<file path="src/rtl/msi_cap_pkg.sv">
package msi_cap_pkg;

  localparam int unsigned MSI_VEC_MAX = 32;
  localparam int unsigned CFG_DW_AW   = 3;
  localparam logic [7:0]  MSI_CAP_ID  = 8'h05;

  typedef enum logic [2:0] {
    SEL_NONE,
    SEL_HDR,
    SEL_ALO,
    SEL_AHI,
    SEL_DATA,
    SEL_MASK,
    SEL_PEND
  } msi_sel_e;

  // Capability length in bytes for each option pair.
  function automatic int unsigned cap_bytes(input bit a64, input bit pvm);
    if (pvm) return a64 ? 24 : 20;
    return a64 ? 14 : 10;
  endfunction

  function automatic int unsigned cap_dwords(input bit a64, input bit pvm);
    return (cap_bytes(a64, pvm) + 3) / 4;
  endfunction

  // Ones in bits [n-1:0]; saturates at the full word.
  function automatic logic [MSI_VEC_MAX-1:0] low_ones(input int unsigned n);
    if (n >= MSI_VEC_MAX) return '1;
    return (MSI_VEC_MAX'(1) << n) - MSI_VEC_MAX'(1);
  endfunction

endpackage

</file>
<file path="src/rtl/msi_cap_rst_sync.sv">
module msi_cap_rst_sync (
  input  logic clk,
  input  logic rst_n_in,
  output logic rst_n_out
);
  logic [1:0] sync_q;

  always_ff @(posedge clk or negedge rst_n_in) begin
    if (!rst_n_in) sync_q <= 2'b00;
    else           sync_q <= {sync_q[0], 1'b1};
  end

  assign rst_n_out = sync_q[1];
endmodule

</file>
<file path="src/rtl/msi_cap_decode.sv">
module msi_cap_decode
  import msi_cap_pkg::*;
#(
  parameter bit ADDR64 = 1'b1,
  parameter bit PVM    = 1'b1
) (
  input  logic [CFG_DW_AW-1:0] addr,
  output msi_sel_e             sel,
  output logic                 hit
);
  localparam logic [CFG_DW_AW:0] WIN = (CFG_DW_AW+1)'(cap_dwords(ADDR64, PVM));

  always_comb begin
    hit = ({1'b0, addr} < WIN);
    sel = SEL_NONE;
    if (hit) begin
      case (addr)
        3'd0:    sel = SEL_HDR;
        3'd1:    sel = SEL_ALO;
        3'd2:    sel = ADDR64 ? SEL_AHI : SEL_DATA;
        3'd3:    sel = ADDR64 ? SEL_DATA : (PVM ? SEL_MASK : SEL_NONE);
        3'd4:    sel = PVM ? (ADDR64 ? SEL_MASK : SEL_PEND) : SEL_NONE;
        3'd5:    sel = (PVM && ADDR64) ? SEL_PEND : SEL_NONE;
        default: sel = SEL_NONE;
      endcase
    end
  end
endmodule

</file>
<file path="src/rtl/msi_cap_ctrl.sv">
module msi_cap_ctrl #(
  parameter int unsigned CAP_LOG2 = 3
) (
  input  logic       clk,
  input  logic       rst_n,
  input  logic       wr_en,
  input  logic       wr_enable,
  input  logic [2:0] wr_log2,
  output logic       enable_q,
  output logic [2:0] en_log2_q,
  output logic [2:0] en_log2_nxt
);
  localparam logic [2:0] CAP_F = 3'(CAP_LOG2);

  logic enable_nxt;

  always_comb begin
    enable_nxt  = enable_q;
    en_log2_nxt = en_log2_q;
    if (wr_en) begin
      enable_nxt  = wr_enable;
      en_log2_nxt = (wr_log2 > CAP_F) ? CAP_F : wr_log2;
    end
  end

  always_ff @(posedge clk or negedge rst_n) begin
    if (!rst_n) begin
      enable_q  <= 1'b0;
      en_log2_q <= 3'd0;
    end else if (wr_en) begin
      enable_q  <= enable_nxt;
      en_log2_q <= en_log2_nxt;
    end
  end
endmodule

</file>
<file path="src/rtl/msi_cap_msgregs.sv">
module msi_cap_msgregs #(
  parameter bit ADDR64 = 1'b1
) (
  input  logic        clk,
  input  logic        rst_n,
  input  logic        wr_alo,
  input  logic        wr_ahi,
  input  logic        wr_data,
  input  logic [3:0]  be,
  input  logic [31:0] wdata,
  output logic [31:0] addr_lo_q,
  output logic [31:0] addr_hi_q,
  output logic [15:0] data_q
);
  logic [31:0] alo_nxt;
  logic [15:0] data_nxt;
  logic        alo_upd, data_upd;

  assign alo_upd  = wr_alo  & (|be);
  assign data_upd = wr_data & (|be[1:0]);

  always_comb begin
    alo_nxt = addr_lo_q;
    for (int i = 0; i < 4; i++) begin
      if (be[i]) alo_nxt[8*i +: 8] = wdata[8*i +: 8];
    end
    alo_nxt[1:0] = 2'b00;
  end

  always_comb begin
    data_nxt = data_q;
    for (int i = 0; i < 2; i++) begin
      if (be[i]) data_nxt[8*i +: 8] = wdata[8*i +: 8];
    end
  end

  always_ff @(posedge clk or negedge rst_n) begin
    if (!rst_n)       addr_lo_q <= 32'd0;
    else if (alo_upd) addr_lo_q <= alo_nxt;
  end

  always_ff @(posedge clk or negedge rst_n) begin
    if (!rst_n)        data_q <= 16'd0;
    else if (data_upd) data_q <= data_nxt;
  end

  generate
    if (ADDR64) begin : g_hi
      logic [31:0] ahi_nxt;
      logic        ahi_upd;
      assign ahi_upd = wr_ahi & (|be);
      always_comb begin
        ahi_nxt = addr_hi_q;
        for (int i = 0; i < 4; i++) begin
          if (be[i]) ahi_nxt[8*i +: 8] = wdata[8*i +: 8];
        end
      end
      always_ff @(posedge clk or negedge rst_n) begin
        if (!rst_n)       addr_hi_q <= 32'd0;
        else if (ahi_upd) addr_hi_q <= ahi_nxt;
      end
    end else begin : g_no_hi
      logic unused_hi;
      assign unused_hi = wr_ahi;
      assign addr_hi_q = 32'd0;
    end
  endgenerate
endmodule

</file>
<file path="src/rtl/msi_cap_vecbits.sv">
module msi_cap_vecbits
  import msi_cap_pkg::*;
#(
  parameter int unsigned CAP_LOG2 = 3,
  parameter bit          PVM      = 1'b1
) (
  input  logic                   clk,
  input  logic                   rst_n,
  input  logic                   wr_mask,
  input  logic                   cap_wr,
  input  logic [3:0]             be,
  input  logic [31:0]            wdata,
  input  logic [2:0]             en_log2_nxt,
  input  logic [MSI_VEC_MAX-1:0] pend_set,
  input  logic [MSI_VEC_MAX-1:0] pend_clr,
  output logic [MSI_VEC_MAX-1:0] mask_q,
  output logic [MSI_VEC_MAX-1:0] pend_q
);
  localparam int unsigned NVEC = 1 << CAP_LOG2;

  generate
    if (PVM) begin : g_pvm
      localparam logic [MSI_VEC_MAX-1:0] CAP_M = low_ones(NVEC);
      logic [MSI_VEC_MAX-1:0] mask_nxt, pend_nxt, trim_m;
      logic                   mask_upd, pend_upd;

      assign mask_upd = wr_mask & (|be);
      assign pend_upd = cap_wr | (|pend_set) | (|pend_clr);
      assign trim_m   = low_ones(int'(1) << en_log2_nxt);

      always_comb begin
        mask_nxt = mask_q;
        for (int i = 0; i < 4; i++) begin
          if (be[i]) mask_nxt[8*i +: 8] = wdata[8*i +: 8];
        end
        mask_nxt = mask_nxt & CAP_M;
      end

      always_comb begin
        pend_nxt = (pend_q | (pend_set & CAP_M)) & ~pend_clr;
        if (cap_wr) pend_nxt = pend_nxt & trim_m;
      end

      always_ff @(posedge clk or negedge rst_n) begin
        if (!rst_n)        mask_q <= '0;
        else if (mask_upd) mask_q <= mask_nxt;
      end

      always_ff @(posedge clk or negedge rst_n) begin
        if (!rst_n)        pend_q <= '0;
        else if (pend_upd) pend_q <= pend_nxt;
      end
    end else begin : g_no_pvm
      logic unused_vec;
      assign unused_vec = ^{clk, rst_n, wr_mask, cap_wr, be, wdata,
                            en_log2_nxt, pend_set, pend_clr};
      assign mask_q = '0;
      assign pend_q = '0;
    end
  endgenerate
endmodule

</file>
<file path="src/rtl/msi_cap_regfile.sv">
module msi_cap_regfile
  import msi_cap_pkg::*;
#(
  parameter int unsigned CAP_LOG2 = 3,
  parameter bit          ADDR64   = 1'b1,
  parameter bit          PVM      = 1'b1
) (
  input  logic                   clk,
  input  logic                   rst_n,
  input  logic                   cfg_we,
  input  logic [CFG_DW_AW-1:0]   cfg_addr,
  input  logic [3:0]             cfg_be,
  input  logic [31:0]            cfg_wdata,
  output logic [31:0]            cfg_rdata,
  input  logic [MSI_VEC_MAX-1:0] pend_set,
  input  logic [MSI_VEC_MAX-1:0] pend_clr,
  output logic                   msi_enable,
  output logic [2:0]             vec_en_log2,
  output logic [63:0]            msg_addr,
  output logic [15:0]            msg_data,
  output logic [MSI_VEC_MAX-1:0] vec_mask,
  output logic [MSI_VEC_MAX-1:0] vec_pend
);
  localparam logic [2:0] CAP_F = 3'(CAP_LOG2);

  logic        rst_n_int;
  msi_sel_e    sel;
  logic        hit, cap_wr;
  logic        wr_hdr, wr_alo, wr_ahi, wr_data, wr_mask;
  logic        enable_q;
  logic [2:0]  en_log2_q, en_log2_nxt;
  logic [31:0] addr_lo_q, addr_hi_q;
  logic [15:0] data_q;
  logic [MSI_VEC_MAX-1:0] mask_q, pend_q;
  logic [15:0] ctrl_word;

  msi_cap_rst_sync u_rst (
    .clk       (clk),
    .rst_n_in  (rst_n),
    .rst_n_out (rst_n_int)
  );

  msi_cap_decode #(.ADDR64(ADDR64), .PVM(PVM)) u_dec (
    .addr (cfg_addr),
    .sel  (sel),
    .hit  (hit)
  );

  assign cap_wr  = cfg_we & hit;
  assign wr_hdr  = cfg_we & (sel == SEL_HDR);
  assign wr_alo  = cfg_we & (sel == SEL_ALO);
  assign wr_ahi  = cfg_we & (sel == SEL_AHI);
  assign wr_data = cfg_we & (sel == SEL_DATA);
  assign wr_mask = cfg_we & (sel == SEL_MASK);

  msi_cap_ctrl #(.CAP_LOG2(CAP_LOG2)) u_ctrl (
    .clk         (clk),
    .rst_n       (rst_n_int),
    .wr_en       (wr_hdr & cfg_be[2]),
    .wr_enable   (cfg_wdata[16]),
    .wr_log2     (cfg_wdata[22:20]),
    .enable_q    (enable_q),
    .en_log2_q   (en_log2_q),
    .en_log2_nxt (en_log2_nxt)
  );

  msi_cap_msgregs #(.ADDR64(ADDR64)) u_msg (
    .clk       (clk),
    .rst_n     (rst_n_int),
    .wr_alo    (wr_alo),
    .wr_ahi    (wr_ahi),
    .wr_data   (wr_data),
    .be        (cfg_be),
    .wdata     (cfg_wdata),
    .addr_lo_q (addr_lo_q),
    .addr_hi_q (addr_hi_q),
    .data_q    (data_q)
  );

  msi_cap_vecbits #(.CAP_LOG2(CAP_LOG2), .PVM(PVM)) u_vec (
    .clk         (clk),
    .rst_n       (rst_n_int),
    .wr_mask     (wr_mask),
    .cap_wr      (cap_wr),
    .be          (cfg_be),
    .wdata       (cfg_wdata),
    .en_log2_nxt (en_log2_nxt),
    .pend_set    (pend_set),
    .pend_clr    (pend_clr),
    .mask_q      (mask_q),
    .pend_q      (pend_q)
  );

  assign ctrl_word = {7'd0, PVM, ADDR64, en_log2_q, CAP_F, enable_q};

  always_comb begin
    case (sel)
      SEL_HDR:  cfg_rdata = {ctrl_word, 8'h00, MSI_CAP_ID};
      SEL_ALO:  cfg_rdata = addr_lo_q;
      SEL_AHI:  cfg_rdata = addr_hi_q;
      SEL_DATA: cfg_rdata = {16'd0, data_q};
      SEL_MASK: cfg_rdata = mask_q;
      SEL_PEND: cfg_rdata = pend_q;
      default:  cfg_rdata = 32'd0;
    endcase
  end

  assign msi_enable  = enable_q;
  assign vec_en_log2 = en_log2_q;
  assign msg_addr    = {addr_hi_q, addr_lo_q};
  assign msg_data    = data_q;
  assign vec_mask    = mask_q;
  assign vec_pend    = pend_q;
endmodule

</file>
<file path="config.mk">
export PLATFORM = sky130hd
export DESIGN_NAME = msi_cap_regfile
export DESIGN_NICKNAME = d
export VERILOG_FILES = /design/src/rtl/msi_cap_pkg.sv /design/src/rtl/msi_cap_rst_sync.sv /design/src/rtl/msi_cap_decode.sv /design/src/rtl/msi_cap_ctrl.sv /design/src/rtl/msi_cap_msgregs.sv /design/src/rtl/msi_cap_vecbits.sv /design/src/rtl/msi_cap_regfile.sv
export SDC_FILE = /design/constraint.sdc
export NUM_CORES = 1
export LEC_CHECK = 0
export ABC_AREA = 0
export BUFFER_PORTS_ARGS = -buffer_cell sky130_fd_sc_hd__buf_2
export CORE_MARGIN = 10
export CORE_UTILIZATION = 40
export CTS_BUF_LIST = sky130_fd_sc_hd__clkbuf_4
export DETAILED_ROUTE_END_ITERATION = 12
export PLACE_DENSITY = 0.79
export SLEW_MARGIN = 5
export SYNTH_ARGS = -nofsm -noshare
export SYNTH_HDL_FRONTEND = slang
export SYNTH_SLANG_ARGS = --single-unit
</file>
<file path="constraint.sdc">
create_clock -name clk -period 8.3 [get_ports clk]
set_input_delay 0.83 -clock clk [delete_from_list [all_inputs] [get_ports clk]]
set_output_delay 0.83 -clock clk [all_outputs]
set_load 0.01 [all_outputs]
</file>
==> summary.txt <==
Detailed routing
  – Violation count after the first detailed-routing iteration: 223
  – WL/cell: 21.17 um
  – Routed vias/inst: 5.244
  – Final ANT Viol Nets: 0
  – First drt pass iteration count: 4
  – Vias: 4887
  – DRC: 0
  – Final wirelength: 19730 um

Job
  – Max cap viols: 0

Timing
  – Fin Hold WS: 366.9 ps
  – RSZ-0062 raised after global routing: false
  – Rel. slew slack: 27.31%
  – Final Cycle Share: 49.52%
  – Final hold vios: 0
  – Period minus WS final: 4110 ps
  – Final slew viol count: 0
  – Setup Total Neg Slack: 0 ps
  – Final setup fails: 0
  – Worst slew pin tran: 1087 ps
  – Peak Freq: 0.2433 GHz
  – Post-route clock skew: 16.50 ps

Logic synthesis
  – Yosys top cell by area: dfrtp_1
  – Unique masters post-synth: 44
  – Register area share after synthesis: 52.59%
  – Asr flop ratio synth: 100.0%
  – Syn_area_per_cell: 11.92 sq um
  – Synth Cell Area: 5901 sq um
  – Synth Register Bits: 124
  – Yosys warnings: 0
  – Cells after Synth: 495
  – Top cell type's share of synthesized area: 52.59%
  – Top FF cell, synth: dfrtp_1
  – Synth area leaders: dfrtp_1, mux2_2, mux2i_1, buf_4, nor3b_1
  – EDFF count, synth: 0

Clock tree
  – H-tree levels: 4
  – TritonCTS buffer count: 17
  – CTS tree: built
  – Clk sinks: 124
  – Max clock buf depth: 2
  – Skew-Pair Late Insertion Delay: 540 ps
  – Post-cts resize count: 0
  – Reg clk slew, reported paths: 100 ps
  – Root Buffer: clkbuf_4

Floorplanning
  – Chip height: 141.5 um
  – Die Area: 20010 sq um
  – Row cnt: 44
  – Number of top-level pins: 286
  – Die X-Extent: 141.5 um
  – Core region area: 14480 sq um
  – Starting density of the core: 40.75%

Power
  – Clock power share: 22.6%
  – Pleak: 3.820 nW
  – Sw Ratio: 33.85%
  – Total power: 1.609 mW
  – PD cells: 217.6 nW/um^2
  – Internal power: 1.065 mW
  – Combinational share of power: 27.8%
  – Share of power burned in registers: 49.5%
  – P_sw: 0.5447 mW
  – Worst IR Drop VDD: 0.1105 mV

Hold path
  – Type of the worst min-delay path: register to register

Global route
  – GRT Total Usage: 19.12%
  – Grt ovf: 0
  – Vias in the first global route: 5163
  – Antenna violations before repair: 3
  – Pin count of the biggest net entering global routing: 70
  – First-pass GRT wire length: 29680 um

Layout
  – Commonest non-fill, non-tap cells in the layout: buf_2, dfrtp_1, mux2_2
  – Nets: 840
  – Layout cells sized above 1: 48.79%
  – Fillers: 1332
  – Area Growth Syn to Fin: 25.32%
  – Fin util: 51.07%
  – Post-route cell area: 7395 sq um
  – Commonest non-fill, non-tap cell in the layout: buf_2

Setup path
  – CP required: 7470 ps
  – CP arrival: 3280 ps
  – Crit Path Class: primary input to output port
  – CP Launch Type: primary input
  – Top fanout value on the critical path: 31
  – Worst setup EP type: output port

Placement
  – Placed instance area: 7154 sq um
  – Detailed placement HPWL: 14990 um
  – # port buffers: 235
  – Placer Congestion: 0.8382

Outcome
  – Status: finished clean
-- power by group through the flow --
stage | Clock (mW) | Sequential (mW) | Combinational [mW]
5_1_grt | 0.405 | 0.813 | 0.489
3_5_place_dp | 0 | 0.809 | 0.454
4_1_cts | 0.378 | 0.797 | 0.456
6_report | 0.364 | 0.797 | 0.448
2_1_floorplan | 0 | 0.848 | 0.199
3_3_place_gp | 0 | 0.802 | 0.445
-- final cells by class --
type	instances	area, sq um	share of cell area, %
clock buffer	19	142.6	1.929
timing repair buffer	240	1216	16.45
inverter	9	33.78	0.4569
tap	184	230.2	3.113
sequential	124	3107	42.01
antenna	2	5.005	0.06768
multi-input combinational	341	2577	34.86
clock inverter	13	82.58	1.117
-- logic make-up (layout without fill, tap and decap cells) --
family	after synthesis	count (layout)	synth area share, %
DFF	124	124	52.59
muxes	120	120	22.18
and+or+nand+nor	108	108	10.26
AOI/OAI and AO/OA	83	83	8.991
buffers and inverters	56	281	5.492
other	2	30	0.1273
adders and majority gates	1	1	0.2120
xor gates and xnor gates	1	1	0.1485
-- per-layer routing --
layer / up-vias / global-route usage [%] / part of all wire [%]
li1: 2232 / - / -
met1: 2418 / 21.22 / 40
met2: 211 / 32.14 / 49
met3: 24 / 7.877 / 9.3
met4: 2 / 7.101 / 1.8
met5: - / 0 / 0.035
-- worst paths after layout --
| path | startpoint | endpoint | slack [ps] | depth (start not counted) |
|---|---|---|---|---|
| max | cfg_addr[0] | cfg_rdata[4] | 4190 | 5 |
| min | u_rst.sync_q[0] | u_rst.sync_q[1] | 370 | 0 |
| max reg2reg | u_ctrl.en_log2_q[1] | u_vec.pend_q[22] | 5920 | 4 |
| min reg2reg | u_rst.sync_q[0] | u_rst.sync_q[1] | 370 | 0 |
| max in group asynchronous | u_rst.sync_q[1] | u_vec.pend_q[17] | 6570 | 1 |
| min in group asynchronous | u_rst.sync_q[1] | u_ctrl.en_log2_q[0] | 380 | 0 |
-- synth_stat cells (3+ instances only) --
cell	instances
nor2b_1	3
a221o_1	4
o21ai_0	30
a21oi_1	16
o22ai_1	6
nor3b_1	24
buf_2	7
a31oi_1	5
nand2_2	3
clkbuf_1	11
nand3_2	4
o21a_1	3
mux2i_1	34
nor2_1	19
nand2_1	34
mux2_2	83
dfrtp_1	124
buf_4	28
inv_1	7
nor3_1	7
mux2_1	3
nand3_1	3
a22o_1	8
-- through the flow --
step | cells | setup WS, ps
finish | 932 | 4190
global route | 932 | 4006
CTS | 930 | 4192
detailed placement | 897 | 4198
global placement | 897 | 4200
floorplan | 521 | 4590
-- sequential cells by signal, indices dropped and copies added (netlist names) --
name              count
u_ctrl.en_log2_q      3
u_ctrl.enable_q       1
u_msg.addr_hi_q      32
u_msg.addr_lo_q      30
u_msg.data_q         16
u_rst.sync_q          2
u_vec.mask_q          8
u_vec.pend_q         32
-- repair_timing --
item | 4_1_cts | 5_1_grt
buffers inserted | 0 | 0
hold buffers | 1 | 0
endpoints found under the hold margin | 1 | 0
-- critical path: stages --
cell	delay, ps
buf_2	540
nand2_1	630
nor2_1	870
a221o_1	280
buf_2	130
(Power assumes the default switching activity.)
